==> src/rtl/muldiv_pkg.sv <==
`timescale 1ns/1ps
package muldiv_pkg;

    localparam int WORD_W        = 16;
    localparam int DWORD_W       = 2 * WORD_W;
    localparam int MUL_STEP_BITS = 4;
    localparam int DIV_STEP_BITS = 2;
    localparam int MUL_STEPS     = WORD_W / MUL_STEP_BITS;
    localparam int DIV_STEPS     = WORD_W / DIV_STEP_BITS;
    // one extra edge to write the product, two extra edges on divide (sign fix + write)
    localparam int MUL_LAT       = MUL_STEPS + 1;
    localparam int DIV_LAT       = DIV_STEPS + 2;
    localparam int CNT_W         = $clog2(DIV_LAT + 1);

    typedef logic [WORD_W-1:0]        word_t;
    typedef logic [DWORD_W-1:0]       dword_t;
    typedef logic [CNT_W-1:0]         cnt_t;
    typedef logic [MUL_STEP_BITS-1:0] digit_t;

    typedef enum logic [1:0] {
        PH_IDLE = 2'd0,
        PH_MUL  = 2'd1,
        PH_DIV  = 2'd2
    } phase_e;

    // per-cycle strobes issued by the sequencer
    typedef struct packed {
        logic load;
        logic mul_step;
        logic div_step;
        logic div_fix;
        logic fin_mul;
        logic fin_div;
    } ctl_t;

    // divide outcome after sign correction
    typedef struct packed {
        word_t quo;
        word_t rem;
        logic  zero;
        logic  ovf;
    } div_out_t;

    function automatic word_t mag_w(word_t v, logic sg);
        return (sg && v[WORD_W-1]) ? word_t'(-v) : v;
    endfunction

    function automatic dword_t mag_d(dword_t v, logic sg);
        return (sg && v[DWORD_W-1]) ? dword_t'(-v) : v;
    endfunction

    // sum of the multiplicand shifted by each set bit of one digit
    function automatic dword_t digit_product(dword_t mc, digit_t dig);
        dword_t s;
        s = '0;
        for (int i = 0; i < MUL_STEP_BITS; i++) begin
            if (dig[i]) s = s + (mc << i);
        end
        return s;
    endfunction

endpackage

==> src/rtl/md_ctrl.sv <==
`timescale 1ns/1ps
module md_ctrl
    import muldiv_pkg::*;
(
    input  logic clk,
    input  logic rst,
    input  logic start,
    input  logic op_div,
    output logic busy,
    output ctl_t ctl,
    output logic done
);

    localparam cnt_t MUL_LAST = cnt_t'(MUL_STEPS);
    localparam cnt_t MUL_FIN  = cnt_t'(MUL_LAT);
    localparam cnt_t DIV_LAST = cnt_t'(DIV_STEPS);
    localparam cnt_t DIV_FIXC = cnt_t'(DIV_STEPS + 1);
    localparam cnt_t DIV_FIN  = cnt_t'(DIV_LAT);

    phase_e phase;
    cnt_t   cnt;
    logic   accept;
    logic   finish;

    assign accept = start && (phase == PH_IDLE);
    assign busy   = (phase != PH_IDLE);
    assign finish = ctl.fin_mul || ctl.fin_div;

    always_comb begin
        ctl          = '0;
        ctl.load     = accept;
        ctl.mul_step = (phase == PH_MUL) && (cnt <= MUL_LAST);
        ctl.fin_mul  = (phase == PH_MUL) && (cnt == MUL_FIN);
        ctl.div_step = (phase == PH_DIV) && (cnt <= DIV_LAST);
        ctl.div_fix  = (phase == PH_DIV) && (cnt == DIV_FIXC);
        ctl.fin_div  = (phase == PH_DIV) && (cnt == DIV_FIN);
    end

    always_ff @(posedge clk) begin
        if (rst) begin
            phase <= PH_IDLE;
            cnt   <= '0;
            done  <= 1'b0;
        end else begin
            done <= finish;
            if (accept) begin
                phase <= op_div ? PH_DIV : PH_MUL;
                cnt   <= cnt_t'(1);
            end else if (finish) begin
                phase <= PH_IDLE;
                cnt   <= '0;
            end else if (phase != PH_IDLE) begin
                cnt <= cnt + cnt_t'(1);
            end
        end
    end

endmodule

==> src/rtl/md_mul_core.sv <==
`timescale 1ns/1ps
module md_mul_core
    import muldiv_pkg::*;
(
    input  logic   clk,
    input  logic   rst,
    input  logic   load,
    input  logic   step,
    input  logic   sg,
    input  word_t  a,
    input  word_t  b,
    output dword_t product
);

    dword_t acc;
    dword_t mc;
    word_t  mp;
    logic   neg;

    always_ff @(posedge clk) begin
        if (rst) begin
            acc <= '0;
            mc  <= '0;
            mp  <= '0;
            neg <= 1'b0;
        end else if (load) begin
            acc <= '0;
            mc  <= dword_t'(mag_w(a, sg));
            mp  <= mag_w(b, sg);
            neg <= sg && (a[WORD_W-1] ^ b[WORD_W-1]);
        end else if (step) begin
            acc <= acc + digit_product(mc, mp[MUL_STEP_BITS-1:0]);
            mc  <= mc << MUL_STEP_BITS;
            mp  <= mp >> MUL_STEP_BITS;
        end
    end

    assign product = neg ? dword_t'(-acc) : acc;

endmodule

==> src/rtl/md_div_core.sv <==
`timescale 1ns/1ps
module md_div_core
    import muldiv_pkg::*;
(
    input  logic     clk,
    input  logic     rst,
    input  logic     load,
    input  logic     step,
    input  logic     fix,
    input  logic     sg,
    input  dword_t   dividend,
    input  word_t    divisor,
    output div_out_t res
);

    word_t  rem_q;
    word_t  quo_q;
    word_t  dvs_q;
    logic   zero_q;
    logic   povf_q;
    logic   negq_q;
    logic   negr_q;
    logic   sg_q;
    dword_t dmag;
    word_t  bmag;
    logic   range_bad;

    assign dmag = mag_d(dividend, sg);
    assign bmag = mag_w(divisor, sg);

    // chained restoring stages, DIV_STEP_BITS quotient bits per clock
    word_t ch_rem [DIV_STEP_BITS+1];
    word_t ch_quo [DIV_STEP_BITS+1];

    assign ch_rem[0] = rem_q;
    assign ch_quo[0] = quo_q;

    for (genvar k = 0; k < DIV_STEP_BITS; k++) begin : g_stage
        logic [WORD_W:0] trial;
        logic [WORD_W:0] diff;
        logic            fits;
        assign trial         = {ch_rem[k], ch_quo[k][WORD_W-1]};
        assign diff          = trial - {1'b0, dvs_q};
        assign fits          = (trial >= {1'b0, dvs_q});
        assign ch_rem[k+1]   = fits ? diff[WORD_W-1:0] : trial[WORD_W-1:0];
        assign ch_quo[k+1]   = {ch_quo[k][WORD_W-2:0], fits};
    end

    // signed range: magnitude 2^(W-1) fits only when the quotient is negative
    assign range_bad = quo_q[WORD_W-1] && (!negq_q || (|quo_q[WORD_W-2:0]));

    always_ff @(posedge clk) begin
        if (rst) begin
            rem_q  <= '0;
            quo_q  <= '0;
            dvs_q  <= '0;
            zero_q <= 1'b0;
            povf_q <= 1'b0;
            negq_q <= 1'b0;
            negr_q <= 1'b0;
            sg_q   <= 1'b0;
            res    <= '0;
        end else if (load) begin
            rem_q  <= dmag[DWORD_W-1:WORD_W];
            quo_q  <= dmag[WORD_W-1:0];
            dvs_q  <= bmag;
            zero_q <= (divisor == '0);
            povf_q <= (divisor != '0) && (dmag[DWORD_W-1:WORD_W] >= bmag);
            negq_q <= sg && (dividend[DWORD_W-1] ^ divisor[WORD_W-1]);
            negr_q <= sg && dividend[DWORD_W-1];
            sg_q   <= sg;
        end else if (step) begin
            rem_q <= ch_rem[DIV_STEP_BITS];
            quo_q <= ch_quo[DIV_STEP_BITS];
        end else if (fix) begin
            res.quo  <= negq_q ? word_t'(-quo_q) : quo_q;
            res.rem  <= negr_q ? word_t'(-rem_q) : rem_q;
            res.zero <= zero_q;
            res.ovf  <= !zero_q && (povf_q || (sg_q && range_bad));
        end
    end

endmodule

==> src/rtl/muldiv_unit.sv <==
`timescale 1ns/1ps
module muldiv_unit
    import muldiv_pkg::*;
(
    input  logic  clk,
    input  logic  rst,
    input  logic  start,
    input  logic  op_div,
    input  logic  is_signed,
    input  word_t opnd_hi,
    input  word_t opnd_lo,
    input  word_t opnd_b,
    output logic  busy,
    output logic  done,
    output word_t res_hi,
    output word_t res_lo,
    output logic  err_zero,
    output logic  err_ovf
);

    ctl_t     ctl;
    dword_t   prod;
    div_out_t dres;

    md_ctrl u_ctrl (
        .clk    (clk),
        .rst    (rst),
        .start  (start),
        .op_div (op_div),
        .busy   (busy),
        .ctl    (ctl),
        .done   (done)
    );

    md_mul_core u_mul (
        .clk     (clk),
        .rst     (rst),
        .load    (ctl.load),
        .step    (ctl.mul_step),
        .sg      (is_signed),
        .a       (opnd_lo),
        .b       (opnd_b),
        .product (prod)
    );

    md_div_core u_div (
        .clk      (clk),
        .rst      (rst),
        .load     (ctl.load),
        .step     (ctl.div_step),
        .fix      (ctl.div_fix),
        .sg       (is_signed),
        .dividend ({opnd_hi, opnd_lo}),
        .divisor  (opnd_b),
        .res      (dres)
    );

    always_ff @(posedge clk) begin
        if (rst) begin
            res_hi   <= '0;
            res_lo   <= '0;
            err_zero <= 1'b0;
            err_ovf  <= 1'b0;
        end else if (ctl.fin_mul) begin
            res_hi   <= prod[DWORD_W-1:WORD_W];
            res_lo   <= prod[WORD_W-1:0];
            err_zero <= 1'b0;
            err_ovf  <= 1'b0;
        end else if (ctl.fin_div) begin
            err_zero <= dres.zero;
            err_ovf  <= dres.ovf;
            if (!dres.zero && !dres.ovf) begin
                res_hi <= dres.rem;
                res_lo <= dres.quo;
            end
        end
    end

endmodule

==> config.mk <==
export PLATFORM = sky130hd
export DESIGN_NAME = muldiv_unit
export DESIGN_NICKNAME = d
export VERILOG_FILES = /design/src/rtl/muldiv_pkg.sv /design/src/rtl/md_ctrl.sv /design/src/rtl/md_mul_core.sv /design/src/rtl/md_div_core.sv /design/src/rtl/muldiv_unit.sv
export SDC_FILE = /design/constraint.sdc
export NUM_CORES = 1
export LEC_CHECK = 0
export ABC_AREA = 1
export BUFFER_PORTS_ARGS = -buffer_cell sky130_fd_sc_hd__buf_2
export CORE_MARGIN = 1.5
export CORE_UTILIZATION = 50
export DETAILED_ROUTE_END_ITERATION = 8
export GPL_TIMING_DRIVEN = 0
export PLACE_DENSITY = 0.75
export SYNTH_ARGS = -nofsm -noshare
export SYNTH_HDL_FRONTEND = slang
export SYNTH_HIERARCHICAL = 1
export SYNTH_SLANG_ARGS = --single-unit
==> constraint.sdc <==
create_clock -name clk -period 6.4 [get_ports clk]
set_clock_uncertainty 0.15 [all_clocks]
set_input_delay 0.64 -clock clk [delete_from_list [all_inputs] [get_ports clk]]
set_output_delay 0.64 -clock clk [all_outputs]
set_load 0.005 [all_outputs]
Word-level counts from Yosys, hierarchy flattened --
Index checks and enable logic that the tools add are counted.
Cells by class: add/sub/neg operators 13, $mul 0, divide/modulo/power cells 0, magnitude comparators 5, equality and inequality tests 5, shift operators 0, multiplexer cells 44, bitwise operators 4, reductions and logical operators 39
Operators with widths (count):
- 32-bit 2-to-1 mux | 18
- 16-bit 2-to-1 mux | 20
- 32-bit adder | 4
- 16-bit negator | 4
- 32-bit negator | 2
- 17-bit by 16-bit >= comparator with 1-bit output | 2
- 16-bit subtractor | 2
- 16-bit >= comparator | 1
- 1-bit logical AND | 16
- 16-bit logical NOT | 1
- 16-bit nonzero test | 1
- 15-bit OR reduction | 1
- 2-bit nonzero test | 6
- 4-bit == test (second input constant) | 2
- 2-bit 2-to-1 mux | 3
- 4-bit by 1-bit adder with 4-bit output (second input constant) | 1
- 4-bit by 3-bit == test with 1-bit output (second input constant) | 1
- 4-bit by 3-bit <= comparator with 1-bit output (second input constant) | 1
- 4-bit <= comparator (second input constant) | 1
- 1-bit logical NOT | 4
- 2-bit OR reduction | 2
- 1-bit logical OR | 3
- 1-bit 2-to-1 mux | 3
- 3-bit AND reduction | 1
- 8 further kinds | 10
Storage, ports and cells: register bits 209, latch bits 0, memory bits (writable) 0, bits in read-only memories 0, input port bits 53, word-level logic and storage cells 135, memories 0

Logic depth before layout (Yosys ltp) --
word-level depth 21, gate-level depth with buffers 52, mapped depth without buffers 48

Modules after synthesis --
The synthesis kept the hierarchy.
Modules (own cells, without submodules):
- md_mul_core | instances 1, cells each 1938, area each 11708.7 µm²
- md_div_core | instances 1, cells each 1254, area each 7863.8 µm²
- muldiv_unit | instances 1, cells each 323, area each 1926.8 µm²
- md_ctrl | instances 1, cells each 63, area each 459.2 µm²

Least setup slack after synthesis --
No wires, ideal clock.
path kind register -> register, from reg u_mul.mp[0], to reg u_mul.acc[31], setup time 0.113 ns, data arrival time 6.813 ns, slack -0.676 ns, cell stages (with the launch flop) 49, path buffers 4, path through dfxtp_1 > buf_6 > clkbuf_1 > clkbuf_1 > buf_1 > nand2_1 > inv_1 > ha_1 > fa_1 > nand3_1 > nand2_1 > a31oi_1 > nor3_1 > nor2_1 > xor2_1 > o21ai_0 > ha_1 > a21oi_1 > (+13 left out) > ha_1 > a21oi_1 > nand2_1 > a2111oi_0 > nand3_1 > nand3_1 > nand2_1 > ha_1 > inv_1 > o21bai_1 > a221oi_1 > o21ai_0 > a21oi_2 > nand3_1 > nand2_1 > nor2_1 > nor2_1 > nor2_1
Between the ends: longest elaborated chain between the ends 20
RTL lines:
- from (decl) | line md_mul_core.sv:17 | word_t mp;
- from (signal assigned) | line md_mul_core.sv:29 | mp <= mag_w(b, sg);
- from (signal assigned) | line md_mul_core.sv:34 | mp <= mp >> MUL_STEP_BITS;
- 32-bit 2-to-1 mux * | line muldiv_pkg.sv:57 | if (dig[i]) s = s + (mc << i);
- 32-bit 2-to-1 mux * | line md_mul_core.sv:31 | end else if (step) begin
- 32-bit 2-to-1 mux * | line md_mul_core.sv:26 | end else if (load) begin
- 32-bit 2-to-1 mux * | line md_mul_core.sv:21 | if (rst) begin
- 32-bit adder | line muldiv_pkg.sv:57
- 32-bit 2-to-1 mux * | line muldiv_pkg.sv:57
- 32-bit 2-to-1 mux * | line md_mul_core.sv:31
- 32-bit 2-to-1 mux * | line md_mul_core.sv:26
- (+4 left out)
- 32-bit 2-to-1 mux * | line md_mul_core.sv:26
- 32-bit 2-to-1 mux * | line md_mul_core.sv:21
- 32-bit adder | line muldiv_pkg.sv:57
- 32-bit 2-to-1 mux * | line muldiv_pkg.sv:57
- 32-bit 2-to-1 mux * | line md_mul_core.sv:31
- 32-bit 2-to-1 mux * | line md_mul_core.sv:26
- 32-bit 2-to-1 mux * | line md_mul_core.sv:21
- 32-bit adder * | line md_mul_core.sv:32 | acc <= acc + digit_product(mc, mp[MUL_STEP_BITS-1:0]);
- to (signal assigned) | line md_mul_core.sv:32
- to (decl) | line md_mul_core.sv:15 | dword_t acc;
Every way passes the cells marked *; elsewhere a longest branch is shown, timed or not. The select of a mux whose other input is x is not followed. A chain may end at the register's enable or synchronous reset.

Final worst setup path --
Ends and elaborated chain as after synthesis.

==> flow_metrics.env <==
export IMPL_outcome="finished with violations"
export IMPL_violations="negative setup slack"
export IMPL_ctsHoldBuffers=0
export IMPL_die_x_um=213
export IMPL_setup_violations=18
export IMPL_drtPass1Iterations=6
export IMPL_rsz0062_at_grt="true"
export IMPL_hold_class="in -> reg"
export IMPL_syn_num_nets=3816
export IMPL_htreeDepth=1
export IMPL_cts_sinks=209
export IMPL_grt_use_total_pct=31.8
export IMPL_ys_ff_latch=209
export IMPL_finalNetCount=4025
export IMPL_num_io_pins=89
export IMPL_setup_tns_ns=-7.77
export IMPL_leakagePower_nw=12.7
export IMPL_whs_endpoint="u_ctrl/phase[1]"
export IMPL_grt_overflow=0
export IMPL_crit_arrival_ns=7.56
export IMPL_route_detailed_drc=0
export IMPL_cts_buffers_inserted=25
export IMPL_r2r_start="u_mul/mp[0]"
export IMPL_reg2reg_depth=39
export IMPL_antenna_found_initial=1
export IMPL_hold_violations=0
export IMPL_drt_iter0_drc=2415
export IMPL_vias=24700
export IMPL_fp_coreArea_mm2=0.0432
export IMPL_fp_dieH_um=213
export IMPL_wirelength_mm=75.5
export IMPL_max_slew_margin_pct=47.0
export IMPL_path_clk_slew_ns=0.07
export IMPL_syn_inst=3578
export IMPL_path_class="reg -> reg"
export IMPL_tritoncts="done"
export IMPL_rr_endpoint="u_mul/acc[31]"
export IMPL_cp_startpoint="u_mul/mp[0]"
export IMPL_synth_area_per_cell_um2=6.14
export IMPL_synth_edf_count=0
export IMPL_slowest_delay_ns=0.39
export IMPL_worstPathMaxFanout=6
export IMPL_setup_ws_ns=-0.870
export IMPL_via_per_inst=5.62
export IMPL_required_ns=6.69
export IMPL_ir_worst_vdd_uv=223
export IMPL_grt_pass1_wl_mm=116
export IMPL_finalMaxSlewViolations=0
export IMPL_grt_max_degree=16
export IMPL_setup_worst_path_start_class="flop"
export IMPL_nFillCells=4117
export IMPL_ys_flop_type="dfxtp_1"
export IMPL_path_buf_inv=5
export IMPL_crit_family="compound AO/OA/AOI/OAI gates"
export IMPL_crit_slowest_cell="ha_1"
export IMPL_fin_crit_sh_pct=114
export IMPL_grt_pass1_vias=22500
export IMPL_num_rows=76
export IMPL_gp_congestion=0.971
export IMPL_maxCapViolations=0
export IMPL_cp_common_cell="o21ai_2"
export IMPL_clockBufferDepth=3
export IMPL_ff2ff_setup_slack_ns=-0.87
export IMPL_whs_ns=0.233
export IMPL_area_growth_pct=19.2
export IMPL_hold_depth=3
export IMPL_port_buffers=88
export IMPL_ant_nets=0
export IMPL_synth_cell_types=55
export IMPL_worstSkewPairLatency_ns=0.55
export IMPL_mappedNetlistArea_mm2=0.0220
export IMPL_yosysWarnings=6
export IMPL_ys_seq_area_share_pct=19.1
export IMPL_hpwl_mm=56.8
export IMPL_initial_utilization_pct=50.9
export IMPL_cts_root_buffer="clkbuf_16"
export IMPL_dieArea_mm2=0.0452
export IMPL_synthArstFlopShare_pct=0
export IMPL_routedWlPerCell_um=17.2
export IMPL_layout_drive_gt1_share_pct=16.6
export IMPL_worst_slew_pin_slew_ns=0.796
export IMPL_max_freq_mhz=138
export IMPL_cp_end_kind="flop"
export IMPL_layout_min_cycle_time_ns=7.27
export IMPL_hold_start="op_div"
export IMPL_pwr_density_cell_mw_per_mm2=273
==> cells in the final DEF (no fill, tap or decap), types with 31 or more instances in the layout <==
cell        n
nand2_1   836
xor2_1    162
nand2_2    54
clkbuf_1   85
o21ai_1    49
inv_1     455
buf_4     102
buf_2     107
o21ai_2    61
a21oi_1   332
a21oi_2    55
o21ai_0   213
nor3_1     39
xnor2_1    52
nand3_1   178
ha_1      140
nor2_1    258
dfxtp_1   208
nand4_1    31
==> state kept, by name (all words and copies together) (netlist names), 2 cells and up <==
register and cells:
u_mul/acc 32, u_div/rem_q 16, u_div/quo_q 16, u_div/dvs_q 16, u_div/res 34, res_lo 16
res_hi 16, u_ctrl/cnt 4, u_mul/mp 16, u_mul/mc 32, u_ctrl/phase 2
==> cell usage after synthesis (7+ instances only) <==
cell,count,area share (%)
inv_1,465,7.9
nand3_2,14,0.64
o31ai_1,10,0.34
inv_2,8,0.14
nand3b_1,8,0.27
nor3_1,46,1.0
o21ai_2,17,0.68
a21oi_1,387,8.8
ha_1,179,10
nor4_1,9,0.26
clkbuf_1,85,1.5
nor2_2,13,0.37
a21o_1,17,0.58
nand2_2,14,0.40
o221ai_1,9,0.36
dfxtp_1,209,19
o21a_1,9,0.31
nand2_1,880,15
xnor2_1,56,2.2
buf_4,7,0.24
o21ai_0,285,6.5
nand3_1,186,4.2
buf_2,19,0.43
xor2_1,165,6.6
o211ai_1,7,0.24
nand4_1,31,0.88
nor2_1,271,4.6
o21ai_1,22,0.50
o21bai_1,17,0.58
a31oi_1,28,0.80
buf_6,8,0.41
or2_2,17,0.48
a21oi_2,8,0.32
==> metrics by stage <==
stage | instance area (um^2) | total power [mW] | cells | setup WS (ns) | util [%]
finish | 26200 | 7.15 | 4389 | -0.870 | 60.7
global placement | 23300 | 5.28 | 4251 | -1.26 | 53.9
detailed placement | 23300 | 5.29 | 4251 | -1.29 | 53.9
global route | 26200 | 7.63 | 4389 | -1.29 | 60.7
CTS | 25400 | 6.96 | 4360 | -0.415 | 58.9
floorplan | 22100 | 4.34 | 3578 | -0.195 | -
==> routing by layer <==
metal	part of all wire (%)	vias up	GRT usage [%]
li1	-	12100	-
met1	43	11200	42.2
met2	45	1067	52.9
met3	7.1	244	2.95
met4	4.7	0	12.7
met5	0	-	0
==> kinds of logic after synthesis <==
logic type,synth area share [%]
flops,19.1
buf+inv,10.8
simple gates,29.6
xor+xnor,8.81
fa+ha+maj,10.7
compound gates,21.0
==> timing repair <==
action | 4_1_cts | 5_1_grt
setup buffers | 66 | 30
setup endpoints to repair | 19 | 20
resized for setup | 202 | 140
pin swaps | 92 | 63
==> worst max-delay path by stage <==
stage,end,slack (ns),cells after the start
6_report,u_mul/acc[31],-0.87,39
2_1_floorplan,u_mul/acc[31],-0.19,50
5_1_grt,u_mul/acc[28],-1.29,41
3_3_place_gp,u_mul/acc[31],-1.26,43
4_1_cts,u_mul/acc[31],-0.41,49
3_5_place_dp,u_mul/acc[31],-1.29,43
==> worst register-to-register path: cells and delay by family, from the launching register on <==
kind                     cells  cell delay (ns)
buffers and inverters        5             0.58
adder cells (fa/ha/maj)      4             1.37
XOR/XNOR                     3             0.64
AO/OA/AOI/OAI               17             3.15
AND/OR/NAND/NOR             10             0.96
flip-flops                   1             0.35
==> layout make-up <==
class                           instances  area [um^2]  area share, %
Clock inverter                          9          165          0.631
Multi-Input combinational cell       2767        16800           64.2
Clock buffer                           34          709           2.71
Sequential cell                       209         4190           16.0
Tap cell                              585          732           2.80
Inverter                              478         1800           6.86
Timing Repair Buffer                  184         1160           4.45
Antenna cell                            1         2.50        0.00956
Buffer                                122          621           2.37
==> power by group <==
part / switching [mW] / leakage (nW) / internal (mW)
clock: 0.598 / 0.423 / 0.937
combinational: 2.65 / 10.6 / 1.43
sequential: 0.143 / 1.70 / 1.39
total: 3.39 / 12.7 / 3.76
Note: power is estimated with default switching activity, not from simulation.
